## src/rtl/hbg_pkg.sv

```systemverilog
package hbg_pkg;

  // Switch state of one half-bridge leg
  typedef enum logic [1:0] {
    LEG_OFF = 2'd0,
    LEG_HI  = 2'd1,
    LEG_LO  = 2'd2
  } leg_t;

  typedef struct packed {
    leg_t a;
    leg_t b;
  } leg_pair_t;

  // Maps the synchronized controls to a target state per leg.
  // A supply fault overrides everything; enable low brakes.
  function automatic leg_pair_t decode_drive(input logic fault,
                                             input logic en,
                                             input logic dir_a,
                                             input logic dir_b);
    leg_pair_t t;
    if (fault) begin
      t.a = LEG_OFF; t.b = LEG_OFF;
    end else if (!en) begin
      t.a = LEG_LO;  t.b = LEG_LO;
    end else begin
      unique case ({dir_a, dir_b})
        2'b10:   begin t.a = LEG_HI;  t.b = LEG_LO;  end
        2'b01:   begin t.a = LEG_LO;  t.b = LEG_HI;  end
        2'b11:   begin t.a = LEG_LO;  t.b = LEG_LO;  end
        default: begin t.a = LEG_OFF; t.b = LEG_OFF; end
      endcase
    end
    return t;
  endfunction

endpackage

```

## src/rtl/hbg_sync.sv

```systemverilog
module hbg_sync #(
  parameter int              W       = 1,
  parameter int              STAGES  = 2,
  parameter logic [W-1:0]    RST_VAL = '0
) (
  input  logic         clk,
  input  logic         rst,
  input  logic [W-1:0] d_i,
  output logic [W-1:0] q_o
);

  logic [W-1:0] stg [STAGES];

  always_ff @(posedge clk) begin
    if (rst) begin
      for (int s = 0; s < STAGES; s++) stg[s] <= RST_VAL;
    end else begin
      stg[0] <= d_i;
      for (int s = 1; s < STAGES; s++) stg[s] <= stg[s-1];
    end
  end

  assign q_o = stg[STAGES-1];

endmodule

```

## src/rtl/hbg_glitch_filter.sv

```systemverilog
module hbg_glitch_filter #(
  parameter int FILT_CYCLES = 8
) (
  input  logic clk,
  input  logic rst,
  input  logic raw_i,
  output logic clean_o
);

  localparam int CW = $clog2(FILT_CYCLES + 1);

  logic [CW-1:0] cnt;

  // clean_o takes a new level only after raw_i has differed for
  // FILT_CYCLES consecutive clocks; any return resets the count.
  always_ff @(posedge clk) begin
    if (rst) begin
      clean_o <= 1'b0;
      cnt     <= '0;
    end else if (raw_i != clean_o) begin
      if (cnt == CW'(FILT_CYCLES - 1)) begin
        clean_o <= raw_i;
        cnt     <= '0;
      end else begin
        cnt <= cnt + CW'(1);
      end
    end else begin
      cnt <= '0;
    end
  end

endmodule

```

## src/rtl/hbg_leg.sv

```systemverilog
module hbg_leg
  import hbg_pkg::*;
#(
  parameter int DEAD_CYCLES = 4
) (
  input  logic clk,
  input  logic rst,
  input  leg_t target_i,
  output logic hs_o,
  output logic ls_o
);

  localparam int CW = $clog2(DEAD_CYCLES + 1);

  leg_t          cur;
  logic [CW-1:0] dead_cnt;

  // Any move away from a conducting state passes through LEG_OFF.
  // A switch turns on only once dead_cnt has run down to zero.
  always_ff @(posedge clk) begin
    if (rst) begin
      cur      <= LEG_OFF;
      dead_cnt <= CW'(DEAD_CYCLES);
    end else if (target_i != cur) begin
      if (cur != LEG_OFF) begin
        cur      <= LEG_OFF;
        dead_cnt <= CW'(DEAD_CYCLES - 1);
      end else if (dead_cnt == '0) begin
        cur <= target_i;
      end else begin
        dead_cnt <= dead_cnt - CW'(1);
      end
    end else if (dead_cnt != '0) begin
      dead_cnt <= dead_cnt - CW'(1);
    end
  end

  assign hs_o = (cur == LEG_HI);
  assign ls_o = (cur == LEG_LO);

endmodule

```

## src/rtl/hbridge_gate_ctrl.sv

```systemverilog
module hbridge_gate_ctrl
  import hbg_pkg::*;
#(
  parameter int DEAD_CYCLES = 16,
  parameter int FILT_CYCLES = 64,
  parameter int SYNC_STAGES = 2
) (
  input  logic clk,
  input  logic rst,
  input  logic en_i,
  input  logic dir_a_i,
  input  logic dir_b_i,
  input  logic aux_req_n_i,
  input  logic uv_logic_i,
  input  logic uv_motor_i,
  output logic hs_a_o,
  output logic ls_a_o,
  output logic hs_b_o,
  output logic ls_b_o,
  output logic aux_gate_o,
  output logic pump_en_o
);

  localparam int NIN   = 6;
  localparam int NLEG  = 2;
  localparam int NFLAG = 2;
  // Bit order: 0 en, 1 dir_a, 2 dir_b, 3 aux_req_n, 4 uv_logic, 5 uv_motor
  localparam logic [NIN-1:0] SYNC_RST = 6'b00_1000;

  logic [NIN-1:0]   raw_in, syn_in;
  logic [NFLAG-1:0] flag_clean;
  logic             fault;
  leg_pair_t        tgt;
  leg_t             leg_tgt [NLEG];
  logic [NLEG-1:0]  hs, ls;

  assign raw_in = {uv_motor_i, uv_logic_i, aux_req_n_i, dir_b_i, dir_a_i, en_i};

  hbg_sync #(
    .W       (NIN),
    .STAGES  (SYNC_STAGES),
    .RST_VAL (SYNC_RST)
  ) u_sync (
    .clk (clk),
    .rst (rst),
    .d_i (raw_in),
    .q_o (syn_in)
  );

  generate
    for (genvar f = 0; f < NFLAG; f++) begin : g_flt
      hbg_glitch_filter #(
        .FILT_CYCLES (FILT_CYCLES)
      ) u_flt (
        .clk     (clk),
        .rst     (rst),
        .raw_i   (syn_in[4+f]),
        .clean_o (flag_clean[f])
      );
    end
  endgenerate

  assign fault = |flag_clean;

  always_comb begin
    tgt        = decode_drive(fault, syn_in[0], syn_in[1], syn_in[2]);
    leg_tgt[0] = tgt.a;
    leg_tgt[1] = tgt.b;
  end

  generate
    for (genvar g = 0; g < NLEG; g++) begin : g_leg
      hbg_leg #(
        .DEAD_CYCLES (DEAD_CYCLES)
      ) u_leg (
        .clk      (clk),
        .rst      (rst),
        .target_i (leg_tgt[g]),
        .hs_o     (hs[g]),
        .ls_o     (ls[g])
      );
    end
  endgenerate

  assign hs_a_o = hs[0];
  assign ls_a_o = ls[0];
  assign hs_b_o = hs[1];
  assign ls_b_o = ls[1];

  // Charge pump sleeps with enable; the auxiliary gate is active-low requested
  // and independent of the supply faults.
  always_ff @(posedge clk) begin
    if (rst) begin
      pump_en_o  <= 1'b0;
      aux_gate_o <= 1'b0;
    end else begin
      pump_en_o  <= syn_in[0];
      aux_gate_o <= ~syn_in[3];
    end
  end

endmodule

```

## config.mk

```make
export PLATFORM = sky130hd
export DESIGN_NAME = hbridge_gate_ctrl
export DESIGN_NICKNAME = d
export VERILOG_FILES = /design/src/rtl/hbg_pkg.sv /design/src/rtl/hbg_sync.sv /design/src/rtl/hbg_glitch_filter.sv /design/src/rtl/hbg_leg.sv /design/src/rtl/hbridge_gate_ctrl.sv
export SDC_FILE = /design/constraint.sdc
export NUM_CORES = 1
export LEC_CHECK = 0
export BUFFER_PORTS_ARGS = -buffer_cell sky130_fd_sc_hd__buf_2
export CORE_MARGIN = 3
export CORE_UTILIZATION = 60
export CTS_BUF_LIST = sky130_fd_sc_hd__clkbuf_2
export DETAILED_ROUTE_END_ITERATION = 6
export PLACE_DENSITY = 0.8
export SLEW_MARGIN = 20
export SYNTH_ARGS = -nofsm -noshare
export SYNTH_HDL_FRONTEND = slang
export SYNTH_SLANG_ARGS = --single-unit
```

## constraint.sdc

```tcl
create_clock -name clk -period 3.2 [get_ports clk]
set_input_delay 0.16 -clock clk [delete_from_list [all_inputs] [get_ports clk]]
set_output_delay 0.16 -clock clk [all_outputs]
set_load 0.03 [all_outputs]
```

==> flow_summary.json <==
{
  "tightest_slew_ns": 0.518,
  "ys_seq_area_frac": 0.510,
  "p_per_area_nw_per_um2": 635,
  "irDropWorstVdd_mv": 0.692,
  "synth.top_cell.area_share": 0.510,
  "grt_pass1_wl_um": 4930,
  "synth_cell_types": 38,
  "cts_root_buf": "clkbuf_2",
  "antenna_found_initial": 0,
  "coreArea_sq_um": 2610,
  "post-route-period-util": 0.547,
  "finalSetupViolCount": 0,
  "skew_ns": 0.0242,
  "drt_iter0_drc": 48,
  "cts_tree": "done",
  "netlist_top_cells_count": "dfxtp_1 (44), nor2_1 (20), nor2b_1 (18)",
  "synth_area_leaders": "dfxtp_1 (51%), nor2b_1 (6.5%), nor2_1 (4.3%)",
  "ys_ff_latch": 44,
  "io_pins": 14,
  "grt_setup_unrepaired": "no",
  "max_cap_violations": 0,
  "finalWirelength_um": 2830,
  "synth_largest_area_cell": "dfxtp_1",
  "die_x_um": 59.7,
  "cp-end-kind": "register",
  "path_class": "reg2reg",
  "avgRoutedWirePerCell_um": 12.1,
  "grt_util_all_layers": 0.182,
  "syn-mean-instance-area_sq_um": 9.55,
  "min_path_type": "in2reg",
  "syn_inst": 181,
  "cts_resized": 0,
  "synthFlopType": "dfxtp_1",
  "ys_warn_count": 0,
  "syn_nets": 193,
  "start_kind": "register",
  "diodes": 0,
  "grt_start_max_net_pins": 32,
  "die_area_sq_um": 3560,
  "final_nets": 215,
  "cts.clk_slew.worst_paths_ns": 0.22,
  "synth_edf_count": 0,
  "start_util": 0.661,
  "drc_errors": 0,
  "status": "completed",
  "area_delta_synth_final_pct": 11.0,
  "numCtsBuffers": 5,
  "hold_ws_ns": 0.206,
  "cts_buffer_depth": 2,
  "yosysMostFrequentCell": "dfxtp_1",
  "h-tree-depth": 2,
  "max_slew_margin": 0.651,
  "period_needed_ns": 1.75,
  "cp.required_ns": 3.52,
  "rows": 18,
  "fmax_mhz": 571,
  "final-hold-violation-count": 0,
  "io_buffers": 13,
  "synthArstFlopShare": 0,
  "tns_ns": 0,
  "worst-path-max-fanout": 6,
  "arrival_ns": 2.07,
  "overflow": 0,
  "drive_gt1_frac": 0.142,
  "slew_violations": 0,
  "firstDrtPassIters": 4,
  "die_h_um": 59.7,
  "place_hpwl_um": 2060,
  "clock_latency_ns": 0.39,
  "cts.sinks": 44,
  "via_per_inst": 5.41,
  "power.leakage_nw": 0.780,
  "grt_pass1_vias": 1225,
  "ant_nets": 0,
  "gp_congestion": 0.861,
  "synth_area_sq_um": 1730,
  "vias": 1267
}
-- where the power goes --
part | switching (mW) | internal [mW]
Combinational | 0.152 | 0.164
Clock | 0.170 | 0.0507
Sequential | 0.0603 | 0.621
-- kinds of logic after synthesis --
logic type      Yosys count  synth area share
simple gates             79             0.261
flops                    44             0.510
compound gates           26            0.0927
buf+inv                  13            0.0290
xor+xnor                 12            0.0608
fa+ha+maj                 4            0.0290
mux                       3            0.0181
-- metrics by stage --
stage          total power, mW  setup WS [ns]  cell area (sq um)  std cells  utilization
2_1_floorplan            0.938           1.60               1730        181            -
4_1_cts                   1.23           1.43               1920        234        0.734
5_1_grt                   1.31           1.31               1920        234        0.734
6_report                  1.22           1.45               1920        234        0.734
3_3_place_gp             0.979           1.59               1810        220        0.694
3_5_place_dp              1.00           1.48               1810        220        0.694
-- routing by layer --
layer / share of wire / up-vias / global-route usage
met5: 0 / - / 0
met4: 0.0049 / 0 / 0.0633
met3: 0.033 / 3 / 0.0454
met2: 0.51 / 19 / 0.329
met1: 0.46 / 592 / 0.205
li1: - / 653 / -
-- registers in the layout, indices dropped and copies added, names as in the netlist --
register / count
g_flt.u_flt.clean_o: 2
g_leg.u_leg.cur: 4
aux_gate_o: 1
g_leg.u_leg.dead_cnt: 10
pump_en_o: 1
u_sync.stg: 12
g_flt.u_flt.cnt: 14
-- critical path, stage by stage, from the launching register on --
cell     delay [ns]
dfxtp_1        0.38
inv_1          0.06
ha_1           0.20
or4b_1         0.59
nor3_2         0.15
a21oi_1        0.07
nor4b_2        0.24
-- timing repair --
action | 4_1_cts | 5_1_grt
setup buffers | 0 | 0
hold buffers | 6 | 0
hold endpoints to repair | 6 | 0
-- placed cells by master, fill, tap and decap left out, drive strengths merged, types with 6 or more instances in the layout --
cell type	count
a21oi	11
buf	13
dfxtp	44
dlygate4sd3	6
inv	9
nand2	8
nor2	20
nor2b	18
xnor2	7
-- cell type report --
class / instances / area, sq um
Clock inverter: 3 / 18.8
Sequential cell: 44 / 881
Inverter: 9 / 33.8
Timing Repair Buffer: 19 / 125
Tap cell: 30 / 37.5
Fill cell: 190 / 694
Clock buffer: 5 / 25.0
Multi-Input combinational cell: 124 / 797
-- final timing paths --
| path | from | end | slack (ns) | cells past startpoint |
|---|---|---|---|---|
| worst max-delay path | g_leg[1].u_leg.dead_cnt[0]$_SDFFE_PP0P_ | g_leg[1].u_leg.cur[0]$_SDFFE_PP0P_ | 1.45 | 6 |
| worst min-delay path | rst | u_sync.stg[0][4]$_SDFF_PP0_ | 0.21 | 2 |
| worst max register to register | g_leg[1].u_leg.dead_cnt[0]$_SDFFE_PP0P_ | g_leg[1].u_leg.cur[0]$_SDFFE_PP0P_ | 1.45 | 6 |
| worst min register to register | u_sync.stg[0][9]$_SDFF_PP1_ | aux_gate_o$_SDFF_PP0_ | 0.40 | 1 |
Power figures use the tool's default switching activity.
